## src/rtl/clkout_mode_ctrl.sv

```systemverilog
module clkout_mode_ctrl #(
  parameter int SYNC_STAGES = 2,
  parameter bit STOP_LEVEL  = 1'b1
) (
  input  logic       clk,
  input  logic       rst_n,
  input  logic       pwrdn_n_in,
  input  logic       stop_n_in,
  input  logic [2:0] mode_sel,
  input  logic [1:0] mult_sel,
  input  logic       aligned_clk,
  input  logic       pll_clk,
  input  logic       ref_clk,
  output logic       out_p,
  output logic       out_n,
  output logic       out_en,
  output logic [3:0] mult_num,
  output logic [1:0] mult_den,
  output logic [1:0] op_state
);

  localparam logic [1:0] ST_RUN  = 2'd0;
  localparam logic [1:0] ST_STOP = 2'd1;
  localparam logic [1:0] ST_DOWN = 2'd2;

  logic [SYNC_STAGES-1:0] pd_sync, st_sync;
  logic pd_on, st_on;
  logic [2:0] mode_q;
  logic [1:0] mult_q;
  logic src, muted;

  always_ff @(posedge clk or negedge rst_n) begin
    if (!rst_n) begin
      pd_sync <= '0;
      st_sync <= '0;
    end else begin
      pd_sync <= {pd_sync[SYNC_STAGES-2:0], pwrdn_n_in};
      st_sync <= {st_sync[SYNC_STAGES-2:0], stop_n_in};
    end
  end

  assign pd_on = pd_sync[SYNC_STAGES-1];
  assign st_on = st_sync[SYNC_STAGES-1];

  assign op_state = !pd_on ? ST_DOWN : (!st_on ? ST_STOP : ST_RUN);

  always_ff @(posedge clk or negedge rst_n) begin
    if (!rst_n) begin
      mode_q <= 3'b000;
      mult_q <= 2'b00;
    end else if (!pd_on) begin
      mode_q <= mode_sel;
      mult_q <= mult_sel;
    end
  end

  always_comb begin
    case (mult_q)
      2'b11:   begin mult_num = 4'd8; mult_den = 2'd1; end
      2'b01:   begin mult_num = 4'd6; mult_den = 2'd1; end
      2'b10:   begin mult_num = 4'd8; mult_den = 2'd3; end
      default: begin mult_num = 4'd4; mult_den = 2'd1; end
    endcase
  end

  always_comb begin
    src   = 1'b0;
    muted = 1'b0;
    case (mode_q)
      3'b000:  src = aligned_clk;
      3'b100:  src = pll_clk;
      3'b110:  src = ref_clk;
      default: muted = 1'b1;
    endcase
  end

  always_comb begin
    if (op_state == ST_DOWN || muted) begin
      out_p  = 1'b0;
      out_n  = 1'b0;
      out_en = 1'b0;
    end else if (op_state == ST_STOP) begin
      out_p  = STOP_LEVEL;
      out_n  = STOP_LEVEL;
      out_en = 1'b1;
    end else begin
      out_p  = src;
      out_n  = ~src;
      out_en = 1'b1;
    end
  end

endmodule

```

## config.mk

```make
export PLATFORM = sky130hd
export DESIGN_NAME = clkout_mode_ctrl
export DESIGN_NICKNAME = d
export VERILOG_FILES = /design/src/rtl/clkout_mode_ctrl.sv
export SDC_FILE = /design/constraint.sdc
export NUM_CORES = 1
export LEC_CHECK = 0
export BUFFER_PORTS_ARGS = -buffer_cell sky130_fd_sc_hd__buf_2
export CAP_MARGIN = 5
export CORE_AREA = 8 8 45 47
export CTS_BUF_LIST = sky130_fd_sc_hd__clkbuf_16
export DETAILED_ROUTE_END_ITERATION = 10
export DIE_AREA = 0 0 53 55
export PLACE_DENSITY = 0.58
export SETUP_SLACK_MARGIN = 0.05
export SYNTH_ARGS = -nofsm -noshare
export SYNTH_HDL_FRONTEND = slang
export SYNTH_SLANG_ARGS = --single-unit
```

## constraint.sdc

```tcl
create_clock -name clk -period 1 [get_ports clk]
set_input_delay 0.05 -clock clk [delete_from_list [all_inputs] [get_ports clk]]
set_output_delay 0.05 -clock clk [all_outputs]
set_load 0.005 [all_outputs]
```

==> impl_results.md, run 1 <==
* CP arrival at ~1.2 ns
* Total power at roughly 1.3 mW
* Mean routed wirelength per cell at 10.49 um
* Clock transition at path regs at 0.04 ns
* Power per cell area at 1905 nW/um^2
* Clock buffer count from CTS at 3
* Failing checks: negative setup slack
* Synth-to-layout area growth at 65.62%
* Synth Warn # at 0
* Placed cells at 70
* CP Data Required Time at ~0.95 ns
* Max cap viols at 0
* Tcrit/Tclk final at 1.275
* Vias at about 330
* Core Rows at 14
* Commonest non-fill, non-tap cell in the layout: buf_2
* Setup crit start kind: register
* Worst hold-check path type: in2reg
* Crit path buffers/inverters at 1
* DRC viols at 0
* Post-layout nets at 77
* Post-place instance area at slightly above 500 um^2
* Clk_skew at around 0.0021 ns
* Core ar. at 1384 um^2
* Crit path max fanout at 3
* Final Setup Violations at 7
* Final setup margin at -0.2749 ns
* Outcome: finished, violations left
* CP endpoint kind: output pin
* Leak at roughly 0.36 nW
* Initial core utilization at 0.2893
* TritonCTS clock tree: built
* Vias in the first global route at between 200 and 300
* GP Congestion at roughly 0.68
* Die ar. at 2915 um^2
* Io pins at 23
* CTS Root Cell: clkbuf_16
* Syn nets at between 40 and 50
* Post-synthesis register bit count at 9
* Crit-path slowest cell: dfrtp_1
* Setup Crit Path Kind: reg2out
* Ant. Diodes at 0
* CTS Sinks at 9
* Vias per cell at ~4.1
* Final Critical Period at approximately 1.3 ns
* Die X-Extent at between 50 and 60 um
* Total grt overflow at 0
* Initial drt markers at 7
* Largest net degree at the start of global routing at 10
* Initial antenna violation count at 0
* Worst-path cell chain: mux2i_2 -> a21oi_1 -> a31oi_1 -> buf_2
* Seq/Total Area, Yosys at 0.5625
* Worst-skew pair later-pin latency at between 0.2 and 0.25 ns
* Post-synthesis instance total at 36
* Pre-CTS setup slack at -0.06356 ns
* Max Fclk at between 700 and 800 MHz
* CTS Buffer Depth at 2
* WL final at between 800 and 900 um
* Peak supply drop at around 1800 uV
* Post-synthesis cell type count at 14
* Slew Limit Fails at 0
* Commonest non-fill, non-tap cells in the layout: buf_2, dfrtp_1, inv_1
* Slowest Stage Delay on Critical Path at ~0.38 ns
* RSZ-0062 raised after global routing: yes
* Layout Cells excl Fill at 80
* H-tree level count at 1
* Fin area at about 660 um^2
* Share of layout cells above drive strength 1 at 0.5469
* Pre-antenna DRT Iters at 3
* First-pass GRT wire length at between 1000 and 1500 um
* Critical path's top delay family: flip-flops
* I/O Buffers at 20
* Hold Vio Cnt, Final at 0
* ANT nets after route at 0
* Gr usage total at 0.05847
* Synth Cell Area at roughly 400 um^2
* Dpl hpwl at roughly 670 um
* Die height at about 55 um
* Avg Cell Area, Syn at 11.12 um^2
* Setup TNS at -0.8748 ns
-- worst register-to-register path, cell delays in order, from the launching register on --
cell and delay [ns]:
dfrtp_1 0.41, buf_6 0.14, buf_6 0.11, mux2_4 0.29
-- kinds of logic after synthesis --
group                  count (synthesis)  share of synthesized area
other                                  2                    0.01876
flip-flops                             9                     0.5625
multiplexers                           6                     0.1656
buffers and inverters                 10                     0.1219
AND/OR/NAND/NOR                        4                    0.04376
AO/OA/AOI/OAI                          5                    0.08752
-- state kept, by name, summed over array words and instances (netlist names) --
register	flops
st_sync	2
mode_q	3
pd_sync	2
mult_q	2
-- through the flow --
| step | util | hold slack, ns |
|---|---|---|
| final | 0.4792 | 0.05074 |
| after global routing | 0.4792 | 0.04998 |
| after CTS | 0.4521 | 0.04955 |
| after detailed placement | 0.3680 | -0.09196 |
| after global placement | 0.3680 | -0.09169 |
| after floorplan | - | -0.2456 |
-- routing by layer --
layer,GRT usage,part of all wire,up-vias
met4,0.05172,0.023,0
met2,0.09766,0.49,13
met3,0.02941,0.12,2
li1,-,-,166
met1,0.05148,0.37,150
met5,0,0,-
-- worst paths after layout --
kind,slack (ns),to,cells after the start,startpoint
worst max-delay path,-0.27,out_n,4,mode_q[1]
worst min-delay path,0.05,mult_q[1],2,mult_sel[1]
worst max register to register,-0.05,mult_q[0],3,pd_sync[1]
worst min register to register,0.35,pd_sync[1],0,pd_sync[0]
max in group asynchronous,0.63,mult_q[1],2,rst_n
min in group asynchronous,0.19,mode_q[0],2,rst_n
-- power by group --
part	internal, mW	switching, mW
logic	0.101	0.0604
clock network	0.521	0.161
registers	0.395	0.0246
total	1.02	0.246
-- final cells by class --
type,count,area [um^2]
Clock inverter,1,3.754
Sequential cell,9,225.2
Tap cell,16,20.02
Clock buffer,3,75.07
Inverter,6,22.52
Multi-Input combinational cell,17,137.6
Timing Repair Buffer,28,178.9
Fill cell,130,720.7
-- synthesized netlist by cell type --
library cell	count	area share
nor2_1	3	0.028
o211ai_1	1	0.019
conb_1	2	0.019
clkbuf_1	1	0.0094
mux2i_1	1	0.025
buf_4	3	0.056
mux2_2	5	0.14
dfrtp_1	9	0.56
a211oi_1	1	0.019
a311oi_1	1	0.022
a21oi_1	1	0.012
a31oi_1	1	0.016
nor2b_1	1	0.016
inv_1	6	0.056
-- timing repair --
action                                  CTS  global route
resized for setup                         1             6
pin swaps                                 4             4
hold endpoints to repair                 11             0
endpoints found under the setup margin    8             9
buffers inserted                          1             2
hold buffers                              3             0
Power figures use the tool's default switching activity.
==> run 2: changes to the inputs <==
CTS_BUF_LIST = default   (was sky130_fd_sc_hd__clkbuf_16)
==> run 2 against run 1 <==
Effect of this change:
- the flow still finishes with violations (negative setup slack)
- global-route usage grew 0.17 points
- fmax shrank 2.1%
- via count fell by 0.30%
- clock skew about the same
- combinational power about the same
- utilization shrank 3.8 points
- die area stayed put
- clock-buffer cell count up 1
- register-to-register slack hardly changed
- sequential power barely moved
- cell area down 7.9%
- clock power fell by 61%
- critical endpoint unchanged
==> impl_results.md, run 2 (same netlist as run 1, synthesis figures left out) <==
* Power per cell area at 1382 nW/um^2 (-27%)
* Setup crit start kind: register
* H-tree level count at 1 (unchanged)
* RR Startpoint: pd_sync[1]
* Hold_sp: mult_sel[1]
* Peak supply drop at 887.7 uV (-49%)
* Worst r2r path cells at 3 (unchanged)
* Initial drt markers at 6 (-1)
* Max cap viols at 0 (unchanged)
* Core ar. at 1384 um^2 (unchanged)
* TritonCTS clock tree: built
* Post-place instance area at 509.2 um^2 (unchanged)
* Dpl hpwl at 671.9 um (unchanged)
* Gr usage total at 0.06015 (+0.001688)
* Crit path max fanout at 3 (unchanged)
* Largest net degree at the start of global routing at 10 (unchanged)
* RSZ-0062 raised after global routing: yes
* Leak at 0.3310 nW (-7.6%)
* Ant. Diodes at 0 (unchanged)
* Fin area at 610.6 um^2 (-7.9%)
* Setup Crit Path Kind: reg2out
* Vias in the first global route at 297 (-0.67%)
* ANT nets after route at 0 (unchanged)
* Core Rows at 14 (unchanged)
* Final Setup Violations at 7 (unchanged)
* Tcrit/Tclk final at 1.302 (+0.02722)
* FILL cells at 141 (+8.5%)
* Hold path cells at 2 (unchanged)
* Worst-skew pair later-pin latency at 0.25 ns (+0.02 ns)
* Number of flip-flops in the largest register at 3 (unchanged)
* CP arrival at 1.25 ns (+0.03 ns)
* Post-layout nets at 77 (unchanged)
* Initial antenna violation count at 0 (unchanged)
* DRC viols at 0 (unchanged)
* CTS Buffer Depth at 2 (unchanged)
* Max Fclk at 768.0 MHz (-2.1%)
* CP endpoint kind: output pin
* I/O Buffers at 20 (unchanged)
* Die height at 55 um (unchanged)
* Hold Vio Cnt, Final at 0 (unchanged)
* Total power at 0.8436 mW (-33%)
* Commonest non-fill, non-tap cells in the layout: buf_2, dfrtp_1, inv_1
* Initial core utilization at 0.2893 (unchanged)
* Pre-antenna DRT Iters at 3 (unchanged)
* Total grt overflow at 0 (unchanged)
* Die X-Extent at 53 um (unchanged)
* Slew Limit Fails at 0 (unchanged)
* Clock buffer count from CTS at 3 (unchanged)
* Mean routed wirelength per cell at 10.40 um (-0.83%)
* Die ar. at 2915 um^2 (unchanged)
* Final setup margin at -0.3021 ns (-0.02722 ns)
* Commonest non-fill, non-tap cell in the layout: buf_2
* Vias per cell at 4.125 (-0.30%)
* Worst R2R Setup Slack at -0.05 ns (about the same)
* CTS Root Cell: clkbuf_4
* Clock transition at path regs at 0.06 ns (+0.02 ns)
* WL final at 832 um (-0.83%)
* Failing checks: negative setup slack
* Synth-to-layout area growth at 52.50%
* Worst reg2reg endpoint: mult_q[0]
* Vias at 330 (-0.30%)
* Io pins at 23 (unchanged)
* Hold Path Sink: mult_q[1]
* GP Congestion at 0.6796 (unchanged)
* Setup TNS at -0.9624 ns (-0.08764 ns)
* CTS Sinks at 9 (unchanged)
* Worst hold-check path type: in2reg
* Final core occ at 0.4412 (-0.03797)
* Largest register by flop count: mode_q
* Share of layout cells above drive strength 1 at 0.5469 (unchanged)
* Final Critical Period at 1.302 ns (+0.02722 ns)
* First-pass GRT wire length at 1214 um (-0.57%)
* Clk_skew at 0.001966 ns (-0.0001446 ns)
* CP Data Required Time at 0.95 ns (about the same)
* Outcome: finished, violations left
## run 2: cell count changes in the layout (fill, tap and decap cells not counted)
| cell | previous run | this run |
|---|---|---|
| clkbuf_16 | 3 | 0 |
| clkbuf_1 | 0 | 1 |
| inv_1 | 6 | 5 |
| clkbuf_4 | 0 | 3 |
## run 2: repair_timing
item	in CTS	in global routing
pin swaps	4	4
hold endpoints to repair	11	0
buffers inserted	1	2
hold buffers	3	0
endpoints found under the setup margin	8	11
resized for setup	1	6
## run 2: metrics by stage
stage,hold slack (ns),instances,worst slack (ns)
floorplan,-0.2456,36,0.1208
global placement,-0.09169,70,-0.005216
detailed placement,-0.09196,70,-0.06356
CTS,0.01741,78,-0.3498
global route,0.01750,80,-0.4068
finish,0.02859,80,-0.3021
## run 2: worst max-delay path, cell delays in order (launching register included)
cell and delay (ns):
dfrtp_1 0.38, mux2i_2 0.25, a21oi_1 0.09, a31oi_1 0.15, buf_2 0.13
## run 2: power by group
part | leakage (nW) | total (mW) | internal (mW) | switching, mW
clock | 0.0150 | 0.264 | 0.153 | 0.111
sequential | 0.105 | 0.418 | 0.393 | 0.0250
combinational | 0.211 | 0.162 | 0.101 | 0.0609
total | 0.331 | 0.844 | 0.647 | 0.197
## run 2: worst max path at each step
stage | cells after the start | slack, ns | to | start
3_3_place_gp | 4 | -0.005 | out_n | mode_q[1]
3_5_place_dp | 4 | -0.06 | out_n | mode_q[1]
5_1_grt | 4 | -0.41 | out_n | mode_q[1]
6_report | 4 | -0.30 | out_n | mode_q[1]
4_1_cts | 4 | -0.35 | out_n | mode_q[1]
2_1_floorplan | 3 | 0.12 | out_n | mode_q[1]
## run 2: final cells by class
class                   instances  area [um^2]  share of cell area
flip-flops and latches          9        225.2              0.3689
repair buffers                 28        178.9              0.2930
multi-input cells              17        137.6              0.2254
clock buffers                   4        26.28             0.04303
inverters                       6        22.52             0.03689
well taps                      16        20.02             0.03279
## run 2: layer usage
| metal | part of all wire | global-route usage | vias to the layer above |
|---|---|---|---|
| li1 | - | - | 167 |
| met1 | 0.36 | 0.05000 | 146 |
| met2 | 0.48 | 0.09961 | 13 |
| met3 | 0.12 | 0.02941 | 4 |
| met4 | 0.031 | 0.06466 | 0 |
| met5 | 0 | 0 | - |
==> run 3: changes to the inputs <==
CTS_BUF_LIST = sky130_fd_sc_hd__clkbuf_4 sky130_fd_sc_hd__clkbuf_8   (was default)
RECOVER_POWER = 100   (was default)
==> run 3 against run 2 <==
Effect of this change:
- the flow still finishes with violations (negative setup slack)
- sequential cell count is the same
- clock-buffer cell count did not move
- worst hold slack is essentially flat
- register-to-register slack barely moved
- wire length shrank 1.8%
- global-route usage down 0.23 points
- die area unchanged
- largest cell class unchanged
==> impl_results.md, run 3 (same netlist as run 1, synthesis figures left out) <==
* Hold path cells at 2 (unchanged)
* Commonest non-fill, non-tap cells in the layout: buf_2, dfrtp_1, inv_1, clkbuf_4
* I/O Buffers at 20 (unchanged)
* Die ar. at 2915 um^2 (unchanged)
* CTS Root Cell: clkbuf_4
* Placed cells at 70 (unchanged)
* Failing checks: negative setup slack
* DRC viols at 0 (unchanged)
* Worst hold-check path type: in2reg
* Vias at 330 (unchanged)
* Number of flip-flops in the largest register at 3 (unchanged)
* CTS Buffer Depth at 2 (unchanged)
* Gr usage total at 0.05788 (-0.002271)
* Hold Vio Cnt, Final at 0 (unchanged)
* WL final at 817 um (-1.8%)
* Die height at 55 um (unchanged)
* Hold_sp: mult_sel[1]
* Largest net degree at the start of global routing at 10 (unchanged)
* Initial core utilization at 0.2893 (unchanged)
* Setup TNS at -0.9525 ns (+0.009940 ns)
* Total power at 0.8673 mW (+2.8%)
* Final core occ at 0.4412 (unchanged)
* Clk_skew at 0.0009123 ns (-0.001054 ns)
* Peak supply drop at 888.1 uV (about the same)
* GP Congestion at 0.6796 (unchanged)
* Share of layout cells above drive strength 1 at 0.5156 (-0.03125)
* First-pass GRT wire length at 1186 um (-2.3%)
* TritonCTS clock tree: built
* Crit path max fanout at 3 (unchanged)
* Max Fclk at 767.0 MHz (-0.13%)
* RSZ-0062 raised after global routing: yes
* Outcome: finished, violations left
* Worst reg2reg endpoint: mult_q[0]
* RR Startpoint: pd_sync[1]
* Pre-CTS setup slack at -0.06356 ns (unchanged)
* CTS Sinks at 9 (unchanged)
* Clock transition at path regs at 0.06 ns (about the same)
* Dpl hpwl at 671.9 um (unchanged)
* Ant. Diodes at 0 (unchanged)
* Worst-skew pair later-pin latency at 0.25 ns (about the same)
* Final Critical Period at 1.304 ns (+0.001702 ns)
* Hold Path Sink: mult_q[1]
* CP endpoint kind: output pin
* Hold WS at 0.02848 ns (-0.0001121 ns)
* Power per cell area at 1420 nW/um^2 (+2.8%)
* Core ar. at 1384 um^2 (unchanged)
* Post-layout nets at 77 (unchanged)
* CP Data Required Time at 0.95 ns (about the same)
* H-tree level count at 1 (unchanged)
* Max cap viols at 0 (unchanged)
* Post-place instance area at 509.2 um^2 (unchanged)
* ANT nets after route at 0 (unchanged)
* Vias per cell at 4.125 (unchanged)
* Final Setup Violations at 7 (unchanged)
* Initial antenna violation count at 0 (unchanged)
* Pre-antenna DRT Iters at 3 (unchanged)
* Layout Cells excl Fill at 80 (unchanged)
* Mean routed wirelength per cell at 10.21 um (-1.8%)
* Clock buffer count from CTS at 3 (unchanged)
* CP arrival at 1.25 ns (about the same)
* Initial drt markers at 6 (unchanged)
* Fin area at 610.6 um^2 (unchanged)
* Commonest non-fill, non-tap cell in the layout: buf_2
* Io pins at 23 (unchanged)
* Setup Crit Path Kind: reg2out
* Die X-Extent at 53 um (unchanged)
* Final setup margin at -0.3038 ns (-0.001702 ns)
* Total grt overflow at 0 (unchanged)
* Setup crit start kind: register
* Core Rows at 14 (unchanged)
* Worst r2r path cells at 3 (unchanged)
* Slew Limit Fails at 0 (unchanged)
* Largest register by flop count: mode_q
* FILL cells at 141 (unchanged)
* Worst R2R Setup Slack at -0.05 ns (about the same)
* Vias in the first global route at 293 (-1.3%)
* Synth-to-layout area growth at 52.50% (unchanged)
* Leak at 0.3251 nW (-1.8%)
* Tcrit/Tclk final at 1.304 (+0.001702)
-- run 3: worst max-delay path by stage --
stage	from	to	slack, ns	cells after the start
final	mode_q[1]	out_n	-0.30	4
after global routing	mode_q[1]	out_n	-0.40	4
after CTS	mode_q[1]	out_n	-0.35	4
after detailed placement	mode_q[1]	out_n	-0.06	4
after global placement	mode_q[1]	out_n	-0.005	4
after floorplan	mode_q[1]	out_n	0.12	3
-- run 3: critical path: stages (launching register included) --
cell and delay (ns):
dfrtp_1 0.39, mux2i_2 0.25, a21oi_1 0.09, a31oi_1 0.15, buf_2 0.13
-- run 3: layer usage --
metal,up-vias,wire length (um),global-route usage
li1,167,-,-
met1,146,307,0.05452
met2,13,381,0.08594
met3,4,101,0.02941
met4,0,26,0.06466
met5,-,0,0
-- run 3: repair_timing --
item	in CTS	in global routing
hold buffers	3	0
pin swaps	4	4
endpoints found under the hold margin	11	0
setup buffers	1	2
endpoints found under the setup margin	8	11
cloned	0	0
gates resized for setup	1	6
-- run 3: where the power goes --
group / internal (mW) / switching (mW) / leakage, nW
Combinational: 0.0985 / 0.0613 / 0.202
Sequential: 0.393 / 0.0248 / 0.105
Clock: 0.180 / 0.110 / 0.0184
Total: 0.671 / 0.196 / 0.325
-- run 3: layout make-up --
class,instances,area (um^2),area share
Multi-Input combinational cell,17,137.6,0.2254
Sequential cell,9,225.2,0.3689
Clock buffer,4,30.03,0.04918
Inverter,6,22.52,0.03689
Tap cell,16,20.02,0.03279
Timing Repair Buffer,28,175.2,0.2869
